**src/rtl/flash_row_writer_pkg.sv**
```systemverilog
package flash_row_writer_pkg;
  localparam logic [2:0] SEL_ADDR_LO = 3'd0;
  localparam logic [2:0] SEL_ADDR_HI = 3'd1;
  localparam logic [2:0] SEL_DATA_LO = 3'd2;
  localparam logic [2:0] SEL_DATA_HI = 3'd3;
  localparam logic [2:0] SEL_CTRL    = 3'd4;
  localparam logic [2:0] SEL_KEY     = 3'd5;

  localparam logic [7:0] UNLOCK_A = 8'h55;
  localparam logic [7:0] UNLOCK_B = 8'hAA;

  localparam int CB_START = 0;
  localparam int CB_WEN   = 1;
  localparam int CB_LONLY = 2;
  localparam int CB_CFG   = 3;

  typedef enum logic [1:0] {PH_IDLE, PH_SLOT, PH_PROG} phase_e;
  typedef enum logic [1:0] {UK_NONE, UK_HALF, UK_ARMED} unlock_e;
endpackage

```
**src/rtl/unlock_tracker.sv**
```systemverilog
module unlock_tracker
  import flash_row_writer_pkg::*;
(
  input  logic       clk,
  input  logic       rst_n,
  input  logic       beat,
  input  logic [2:0] sel,
  input  logic [7:0] wdata,
  output logic       armed
);
  unlock_e st_q;

  always_ff @(posedge clk) begin
    if (!rst_n) st_q <= UK_NONE;
    else if (beat) begin
      if (sel == SEL_KEY && wdata == UNLOCK_A)                       st_q <= UK_HALF;
      else if (st_q == UK_HALF && sel == SEL_KEY && wdata == UNLOCK_B) st_q <= UK_ARMED;
      else                                                           st_q <= UK_NONE;
    end
  end

  assign armed = (st_q == UK_ARMED);

  // armed only straight after a half-unlock, or held with no traffic
  assert_armed_after_pair_R2: assert property (@(posedge clk) disable iff (!rst_n)
    (st_q == UK_ARMED) |-> ($past(st_q) == UK_HALF || ($past(st_q) == UK_ARMED && !$past(beat))));
  // half-unlock only after a 0x55 key write or idle hold
  assert_half_after_first_R2: assert property (@(posedge clk) disable iff (!rst_n)
    (st_q == UK_HALF) |-> (($past(beat) && $past(sel) == SEL_KEY && $past(wdata) == UNLOCK_A)
                           || ($past(st_q) == UK_HALF && !$past(beat))));
endmodule

```
**src/rtl/row_latch_bank.sv**
```systemverilog
module row_latch_bank #(
  parameter int WORDS  = 16,
  parameter int WORD_W = 16,
  localparam int IDX_W = $clog2(WORDS)
) (
  input  logic                    clk,
  input  logic                    rst_n,
  input  logic                    load,
  input  logic [IDX_W-1:0]        idx,
  input  logic [WORD_W-1:0]       word,
  input  logic                    erase,
  output logic [WORDS*WORD_W-1:0] row_o
);
  for (genvar g = 0; g < WORDS; g++) begin : g_lat
    logic [WORD_W-1:0] lat_q;
    always_ff @(posedge clk) begin
      if (!rst_n || erase)                  lat_q <= '1;
      else if (load && idx == IDX_W'(g))    lat_q <= word;
    end
    assign row_o[g*WORD_W +: WORD_W] = lat_q;
  end

  // all latches erased one cycle after a commit completes
  assert_erased_after_commit_R10: assert property (@(posedge clk) disable iff (!rst_n)
    $past(erase) |-> (row_o == '1));
endmodule

```
**src/rtl/flash_model.sv**
```systemverilog
module flash_model #(
  parameter int ROWS        = 8,
  parameter int WORDS       = 16,
  parameter int WORD_W      = 16,
  parameter int PROG_CYCLES = 40,
  parameter int ROWSEL_W    = 12,
  localparam int ROW_BITS   = WORDS * WORD_W,
  localparam int RI_W       = (ROWS > 1) ? $clog2(ROWS) : 1,
  localparam int CNT_W      = $clog2(PROG_CYCLES + 1)
) (
  input  logic                clk,
  input  logic                rst_n,
  input  logic                go,
  input  logic                cfg,
  input  logic [ROWSEL_W-1:0] row,
  input  logic [ROW_BITS-1:0] data,
  output logic                busy,
  output logic                done
);
  logic [ROW_BITS-1:0] main_q [ROWS];
  logic [ROW_BITS-1:0] cfg_q;
  logic [CNT_W-1:0]    cnt_q;
  logic                row_ok;

  assign row_ok = (row < ROWSEL_W'(ROWS));
  assign done   = busy && (cnt_q == CNT_W'(PROG_CYCLES - 1));

  always_ff @(posedge clk) begin
    if (!rst_n) begin
      busy  <= 1'b0;
      cnt_q <= '0;
    end else if (go) begin
      busy  <= 1'b1;
      cnt_q <= '0;
    end else if (done) begin
      busy  <= 1'b0;
    end else if (busy) begin
      cnt_q <= cnt_q + 1'b1;
    end
  end

  always_ff @(posedge clk) begin
    if (done) begin
      if (cfg)         cfg_q <= data;
      else if (row_ok) main_q[row[RI_W-1:0]] <= data;
    end
  end

  // no new commit while programming
  assert_no_go_while_busy_R8: assert property (@(posedge clk) disable iff (!rst_n)
    busy |-> !go);
  // the committed row is stored in the main region
  assert_row_stored_R5: assert property (@(posedge clk) disable iff (!rst_n)
    ($past(done) && !$past(cfg) && $past(row_ok)) |-> (main_q[$past(row[RI_W-1:0])] == $past(data)));
  // a configuration commit lands in the configuration row
  assert_cfg_stored_R6: assert property (@(posedge clk) disable iff (!rst_n)
    ($past(done) && $past(cfg)) |-> (cfg_q == $past(data)));
endmodule

```
**src/rtl/flash_row_writer.sv**
```systemverilog
module flash_row_writer
  import flash_row_writer_pkg::*;
#(
  parameter int ROWS         = 8,
  parameter int WORDS        = 16,
  parameter int PROG_CYCLES  = 40,
  parameter int IGNORE_SLOTS = 2,
  localparam int WORD_W      = 16,
  localparam int ADDR_W      = 16,
  localparam int IDX_W       = $clog2(WORDS),
  localparam int ROWSEL_W    = ADDR_W - IDX_W,
  localparam int SLOT_W      = $clog2(IGNORE_SLOTS + 1)
) (
  input  logic                      clk,
  input  logic                      rst_n,
  input  logic                      bus_valid,
  output logic                      bus_ready,
  input  logic [2:0]                bus_sel,
  input  logic [7:0]                bus_wdata,
  output logic                      stall,
  output logic                      wr_active,
  output logic                      pgm_go,
  output logic                      pgm_cfg,
  output logic [ROWSEL_W-1:0]       pgm_row,
  output logic [WORDS*WORD_W-1:0]   pgm_data
);
  phase_e            phase_q;
  logic [SLOT_W-1:0] slot_q;
  logic [ADDR_W-1:0] addr_q;
  logic [7:0]        dlo_q, dhi_q;
  logic              commit_q, armed, beat, start_ok, flash_go, flash_busy, flash_done;

  assign bus_ready = (phase_q != PH_PROG);
  assign stall     = (phase_q == PH_PROG);
  assign beat      = bus_valid && bus_ready && (phase_q == PH_IDLE);
  assign start_ok  = beat && bus_sel == SEL_CTRL && bus_wdata[CB_START]
                     && bus_wdata[CB_WEN] && armed;
  assign flash_go  = (phase_q == PH_SLOT) && (slot_q == SLOT_W'(IGNORE_SLOTS - 1)) && commit_q;

  unlock_tracker u_key (
    .clk(clk), .rst_n(rst_n), .beat(beat), .sel(bus_sel), .wdata(bus_wdata), .armed(armed)
  );

  row_latch_bank #(.WORDS(WORDS), .WORD_W(WORD_W)) u_lat (
    .clk(clk), .rst_n(rst_n), .load(start_ok), .idx(addr_q[IDX_W-1:0]),
    .word({dhi_q, dlo_q}), .erase(flash_done), .row_o(pgm_data)
  );

  flash_model #(.ROWS(ROWS), .WORDS(WORDS), .WORD_W(WORD_W),
                .PROG_CYCLES(PROG_CYCLES), .ROWSEL_W(ROWSEL_W)) u_flash (
    .clk(clk), .rst_n(rst_n), .go(flash_go), .cfg(pgm_cfg), .row(pgm_row),
    .data(pgm_data), .busy(flash_busy), .done(flash_done)
  );

  always_ff @(posedge clk) begin
    if (!rst_n) begin
      addr_q <= '0;
      dlo_q  <= '0;
      dhi_q  <= '0;
    end else if (beat) begin
      case (bus_sel)
        SEL_ADDR_LO: addr_q[7:0]  <= bus_wdata;
        SEL_ADDR_HI: addr_q[15:8] <= bus_wdata;
        SEL_DATA_LO: dlo_q        <= bus_wdata;
        SEL_DATA_HI: dhi_q        <= bus_wdata;
        default: ;
      endcase
    end
  end

  always_ff @(posedge clk) begin
    if (!rst_n) begin
      phase_q   <= PH_IDLE;
      slot_q    <= '0;
      commit_q  <= 1'b0;
      wr_active <= 1'b0;
      pgm_go    <= 1'b0;
      pgm_cfg   <= 1'b0;
      pgm_row   <= '0;
    end else begin
      pgm_go <= 1'b0;
      unique case (phase_q)
        PH_IDLE: if (start_ok) begin
          phase_q   <= PH_SLOT;
          slot_q    <= '0;
          commit_q  <= !bus_wdata[CB_LONLY];
          pgm_cfg   <= bus_wdata[CB_CFG];
          pgm_row   <= addr_q[ADDR_W-1:IDX_W];
          wr_active <= 1'b1;
        end
        PH_SLOT: begin
          slot_q <= slot_q + 1'b1;
          if (slot_q == SLOT_W'(IGNORE_SLOTS - 1)) begin
            if (commit_q) begin
              phase_q <= PH_PROG;
              pgm_go  <= 1'b1;
            end else begin
              phase_q   <= PH_IDLE;
              wr_active <= 1'b0;
            end
          end
        end
        PH_PROG: if (flash_done) begin
          phase_q   <= PH_IDLE;
          wr_active <= 1'b0;
        end
        default: phase_q <= PH_IDLE;
      endcase
    end
  end

  // a commit strobe only follows the ignored slots
  assert_go_after_slots_R7: assert property (@(posedge clk) disable iff (!rst_n)
    pgm_go |-> ($past(phase_q) == PH_SLOT));
  // the commit strobe falls inside the stall window while the flash runs
  assert_go_in_stall_R8: assert property (@(posedge clk) disable iff (!rst_n)
    pgm_go |-> (stall && flash_busy));
  // start status clears once programming completes
  assert_clear_after_done_R9: assert property (@(posedge clk) disable iff (!rst_n)
    $past(flash_done) |-> (!wr_active && !stall));
  // a latch-only start never reaches the flash
  assert_latch_only_no_go_R4: assert property (@(posedge clk) disable iff (!rst_n)
    ($past(phase_q) == PH_SLOT && !commit_q) |-> !pgm_go);
endmodule

```
**config.mk**
```make
export PLATFORM = sky130hd
export DESIGN_NAME = flash_row_writer
export DESIGN_NICKNAME = d
export VERILOG_FILES = /design/src/rtl/flash_row_writer_pkg.sv /design/src/rtl/unlock_tracker.sv /design/src/rtl/row_latch_bank.sv /design/src/rtl/flash_model.sv /design/src/rtl/flash_row_writer.sv
export SDC_FILE = /design/constraint.sdc
export NUM_CORES = 1
export LEC_CHECK = 0
export BUFFER_PORTS_ARGS = -buffer_cell sky130_fd_sc_hd__buf_4
export CAP_MARGIN = 40
export CORE_UTILIZATION = 55
export CTS_CLUSTER_DIAMETER = 100
export DETAILED_ROUTE_END_ITERATION = 7
export PLACE_DENSITY = 0.82
export SYNTH_ARGS = -nofsm -noshare
export SYNTH_HDL_FRONTEND = slang
export SYNTH_HIERARCHICAL = 1
export SYNTH_SLANG_ARGS = --single-unit
```
**constraint.sdc**
```tcl
create_clock -name clk -period 5.6 [get_ports clk]
set_input_delay 0.56 -clock clk [delete_from_list [all_inputs] [get_ports clk]]
set_output_delay 0.56 -clock clk [all_outputs]
set_load 0.05 [all_outputs]
```
Word-level counts from Yosys, hierarchy flattened
Index checks and enable logic that the tools add are counted.

storage, ports and cells
  flip-flop bits (word level) = 317
  bits of input ports = 14
  output and inout port bits = 273
  logic and storage cells = 131

operators by class
  equal/unequal tests = 33
  reductions and logical operators = 48
  $add $sub $neg = 2
  mux-type cells = 16
  bitwise gates (word level) = 2

operators with widths
  operator                                                                count
  4-bit equality test (second input constant)                             8
  1-bit logical AND                                                       28
  4-bit by 3-bit equality test with 1-bit output (second input constant)  4
  2-bit 2-to-1 mux                                                        7
  2-bit AND reduction                                                     7
  4-bit by 2-bit equality test with 1-bit output (second input constant)  2
  8-bit by 7-bit equality test with 1-bit output (second input constant)  1
  8-bit equality test (second input constant)                             1
  6-bit by 1-bit adder with 6-bit output (second input constant)          1
  2-bit by 1-bit equality test with 1-bit output (second input constant)  3
  3-bit by 2-bit equality test with 1-bit output (second input constant)  2
  3-bit equality test (second input constant)                             2
  6-bit equality test (second input constant)                             1
  1-bit 2-to-1 mux                                                        6
  2-bit by 1-bit != test with 1-bit output (second input constant)        3
  2-bit case mux with 3 select lines                                      1
  3-bit AND reduction                                                     2
  5-bit AND reduction                                                     1
  2-bit equality test (second input constant)                             2
  4-bit by 1-bit equality test with 1-bit output (second input constant)  1
  4-bit zero test                                                         1
  2-bit != test (second input constant)                                   2
  2-bit case mux with 2 select lines                                      1
  2-bit nonzero test                                                      2
  10 further kinds                                                        12

Longest topological paths before layout
  depth in word-level cells = 9
  depth in mapped cells = 12
  gate-level depth less buffers = 7

By module
Netlist, hierarchy kept.

modules (own cells, without submodules)
  module            area an instance (sq um)  times used  sequential area each (sq um)  cells each
  row_latch_bank    8627.0                    1           5124.9                        699
  flash_row_writer  2079.5                    1           1041.0                        209
  flash_model       331.6                     1           140.1                         37
  unlock_tracker    136.4                     1           40.0                          14

Least setup slack after synthesis
OpenSTA, ideal clock, no wires.

  path type = flip-flop to flip-flop
  start point = register phase_q[0]
  end point = register u_lat.g_lat[3].lat_q[10]
  path slack = 2777 ps
  required time = 5478 ps
  setup time = 122 ps
  arrival = 2701 ps
  cell stages (with the launch flop) = 11
  path buffers = 3
  cell sequence = dfxtp_1 inv_1 ha_1 nand3b_1 nor4_1 buf_4 buf_6 nor3b_2 nand3_1 buf_2 a221o_1

between the ends
  cells in the longest elaborated chain, start to end = 8

RTL lines
  item                               RTL line                RTL
  start: declaration                 flash_row_writer.sv:27  phase_e phase_q;
  start signal: assignment           flash_row_writer.sv:73  phase_q <= PH_IDLE;
  start signal: assignment           flash_row_writer.sv:84  phase_q <= PH_SLOT;
  start signal: assignment           flash_row_writer.sv:95  phase_q <= PH_PROG;
  2-bit != test                      flash_row_writer.sv:33  assign bus_ready = (phase_q != PH_PROG);
  1-bit logical AND                  flash_row_writer.sv:35  assign beat = bus_valid && bus_ready && (phase_q == PH_IDLE);
  1-bit logical AND *                flash_row_writer.sv:35
  1-bit logical AND * (2 in series)  flash_row_writer.sv:36  assign start_ok = beat && bus_sel == SEL_CTRL && bus_wdata[CB_START]
  1-bit logical AND * (2 in series)  flash_row_writer.sv:37  && bus_wdata[CB_WEN] && armed;
  net start_ok                       flash_row_writer.sv:31  logic commit_q, armed, beat, start_ok, flash_go, flash_busy, flash_done;
  1-bit logical AND *                row_latch_bank.sv:18    else if (load && idx == IDX_W'(g)) lat_q <= word;
  end signal: assignment             row_latch_bank.sv:18
  end: declaration                   row_latch_bank.sv:15    logic [WORD_W-1:0] lat_q;

Mark *: on every way through the listed nets, which the timed path passes. The rest lies on a longest branch.
A chain may end at the register's enable or synchronous reset.

Final worst setup path
  start point = register phase_q[0]
  end point = register u_lat.g_lat[7].lat_q[15]

between the ends
  cells in the longest elaborated chain, start to end = 8

RTL lines
  item                               RTL line
  2-bit != test                      flash_row_writer.sv:33
  1-bit logical AND                  flash_row_writer.sv:35
  1-bit logical AND *                flash_row_writer.sv:35
  1-bit logical AND * (2 in series)  flash_row_writer.sv:36
  1-bit logical AND * (2 in series)  flash_row_writer.sv:37
  1-bit logical AND *                row_latch_bank.sv:18
  end signal: assignment             row_latch_bank.sv:18
  end: declaration                   row_latch_bank.sv:15

Mark *: on every way between the ends. The rest lies on a longest branch, timed or not.

==> impl_metrics.ini <==
[sta]
fin_crit_sh = 0.6645
fmax_mhz = 268.7
setup_viol = 0
tightest_slew_ns = 0.8991
slew_headroom = 0.4006
finalSetupTns_ns = 0
rsz0062_at_grt = no
slew_violations = 0
finalWorstSetupSlack_ns = 1.879
hold_viol = 0
clock_skew_ns = 0.01346
period_minus_slack_ns = 3.721

[grt]
grt_pass1_wl_um = 50490
grt_usage = 0.3133
grt_overflow = 0
antenna_found_initial = 0
grt_pass1_vias = 8670
grt_max_degree = 86

[setup_path]
cp-start-kind = flop
r2r-start = phase_q[0]$_SDFFE_PN0P_
regToRegSetupSlack_ns = 1.88
cp_slowest_cell = and3b_2
worstSetupPathDepth = 8
rr_worst_depth = 8
required_ns = 6.02
reg2reg_to = u_lat/g_lat[7].lat_q[15]$_SDFFE_PP1P_
cp_top_family = simple AND/OR/NAND/NOR gates
path_cells = inv_1 > ha_1 > nand3b_1 > nor4_2 > buf_4 > and3b_2 > nand3_1 > a221o_1
cp_max_fo = 37
crit_arrival_ns = 4.14
crit_buf_inv = 2
criticalPathCategory = flop to flop
max_stage_delay_ns = 0.75
endpoint_kind = flop

[hold_path]
min_from = bus_wdata[3]
hp-class = input pin to flop
min_path_cells = 3
min_to = pgm_cfg$_SDFFE_PN0P_

[power_and_ir_drop]
peakVddDrop_uv = 210.7
power_density_nw_per_um2 = 306.4
leakagePower_uw = 0.005687

[drt]
vias = 9391
routed_via_density = 6.350
firstDrtPassIters = 5
post-route-drc-count = 0
detail_route.wirelength_um = 34190
drt_iter0_markers = 906
ant_nets = 0
routedWlPerCell_um = 23.12

[clock_network]
postCtsSetupBuffers = 0
cts.reportedPaths.clkPinSlew_ns = 0.06
ctsResizeCount = 0
htreeDepth = 1
cts-root-buf = clkbuf_16
clk_path_buf_depth = 3
cts_hold_buffers = 0
cts_buffers = 29
tritoncts = done
clock-sinks = 317
clk_latency_ns = 0.54

[outcome]
outcome = completed

[floorplan]
initial_core_util = 0.5667
ioPinCount = 287
rows = 51
chipWidth_um = 144.5
coreArea_sq_um = 19720
die_area_sq_um = 20890
die_h_um = 144.5

[flow_run]
cap_violations = 0

[synthesis]
yosysWarnings = 6
synth_seq_cells = 317
syn_area_per_cell_sq_um = 11.65
syn_inst = 959
async_flop_share = 0
synth_edf_count = 0
synth.distinct_cells = 51
synthesis.nets = 979
ys_seq_area_frac = 0.5679
syn-cell-area_sq_um = 11170
ys.flop_type = dfxtp_1

[placement]
hpwl_um = 22510
port-buffer-count = 286
placedCellCount = 1427
gp_congestion = 0.8333
pre_cts_slack_ns = 1.992

[layout]
fin_nets = 1213
area_growth_pct = 28.51
final_cell_count_no_fill = 1479
antennaDiodeCount = 0
layout-drive-gt1-share = 0.2924
[layout by cell type (no fill, tap or decap), drive strengths merged, types with 8 or more instances in the layout]
cell / n
dfxtp: 317
buf: 298
a221o: 249
nand2: 67
mux2i: 50
and2: 49
clkbuf: 45
nor2: 25
and3: 20
nand3: 9
inv: 8
[through the flow]
| stage | power (uW) | cell area, sq um | hold slack [ns] | util |
|---|---|---|---|---|
| 3_3_place_gp | 2399 | 13330 | 0.4441 | 0.6762 |
| 3_5_place_dp | 2403 | 13380 | 0.4543 | 0.6785 |
| 4_1_cts | 4405 | 14360 | 0.2787 | 0.7283 |
| 6_report | 4400 | 14360 | 0.2880 | 0.7283 |
| 2_1_floorplan | 2369 | 11170 | 0.4382 | - |
| 5_1_grt | 4510 | 14360 | 0.3451 | 0.7283 |
[state kept, by name, summed over array words and instances, names as in the netlist, 2 cells and up]
register,flops
u_lat/g_lat.lat_q,256
addr_q,16
pgm_row,12
dhi_q,8
dlo_q,8
u_flash/cnt_q,6
phase_q,2
slot_q,2
u_key/st_q,2
[layer usage]
metal  GRT usage  routed length (um)  up-vias  share of wire
li1            -                   -     4228              -
met1      0.4124               13650     4548           0.40
met2      0.4937               16000      528           0.47
met3     0.07450                3264       87          0.095
met4      0.1258                1281        0          0.037
met5           0                   0        -              0
[final cells by class]
type	instances	area (sq um)
clock buffer	45	845.8
clock inverter	7	135.1
fill	1405	5358
inverter	9	33.78
multi-input combinational	538	4407
sequential	317	6346
tap	265	331.6
timing repair buffer	298	2261
[synth_stat cells, types with 3 or more instances]
cell type | instances | area (sq um)
o21ai_0 | 5 | 25.02
inv_1 | 8 | 30.03
nor2_1 | 25 | 93.84
a31oi_1 | 5 | 31.28
a221o_1 | 249 | 2492
mux2i_1 | 50 | 500.5
nand3_1 | 8 | 40.04
ha_1 | 6 | 75.07
dfxtp_1 | 317 | 6346
nand3b_1 | 4 | 30.03
buf_2 | 35 | 175.2
nor2b_1 | 4 | 25.02
and3_1 | 20 | 125.1
nand2b_1 | 5 | 31.28
nand2_1 | 67 | 251.5
buf_1 | 3 | 11.26
a21oi_1 | 4 | 20.02
and2_1 | 49 | 306.5
clkbuf_1 | 55 | 206.5
[worst max path at each step]
stage	slack (ns)	start	end
floorplan	2.78	phase_q[0]$_SDFFE_PN0P_	u_lat/g_lat[3].lat_q[10]$_SDFFE_PP1P_
global placement	2.08	phase_q[0]$_SDFFE_PN0P_	u_lat/g_lat[7].lat_q[15]$_SDFFE_PP1P_
detailed placement	1.99	phase_q[0]$_SDFFE_PN0P_	u_lat/g_lat[7].lat_q[15]$_SDFFE_PP1P_
CTS	1.93	phase_q[0]$_SDFFE_PN0P_	u_lat/g_lat[7].lat_q[15]$_SDFFE_PP1P_
global route	1.69	phase_q[0]$_SDFFE_PN0P_	u_lat/g_lat[7].lat_q[15]$_SDFFE_PP1P_
finish	1.88	phase_q[0]$_SDFFE_PN0P_	u_lat/g_lat[7].lat_q[15]$_SDFFE_PP1P_
[where the power goes]
part / internal (uW) / switching [uW] / leakage [uW]
registers: 2260 / 11.1 / 0.00256
clock network: 1220 / 830 / 0.000481
logic: 22.9 / 62.0 / 0.00264
[logic make-up after synthesis]
| kind of cell | share of synthesized area |
|---|---|
| flops | 0.5679 |
| compound gates | 0.2416 |
| simple gates | 0.09831 |
| buf+inv | 0.03986 |
| mux | 0.04479 |
| fa+ha+maj | 0.006718 |
| xor+xnor | 0.0007839 |
[worst reg2reg max path, stage by stage (launching register included)]
cell,delay (ns)
dfxtp_1,0.38
inv_1,0.09
ha_1,0.25
nand3b_1,0.22
nor4_2,0.28
buf_4,0.37
and3b_2,0.75
nand3_1,0.71
a221o_1,0.55
(Power assumes the default switching activity.)
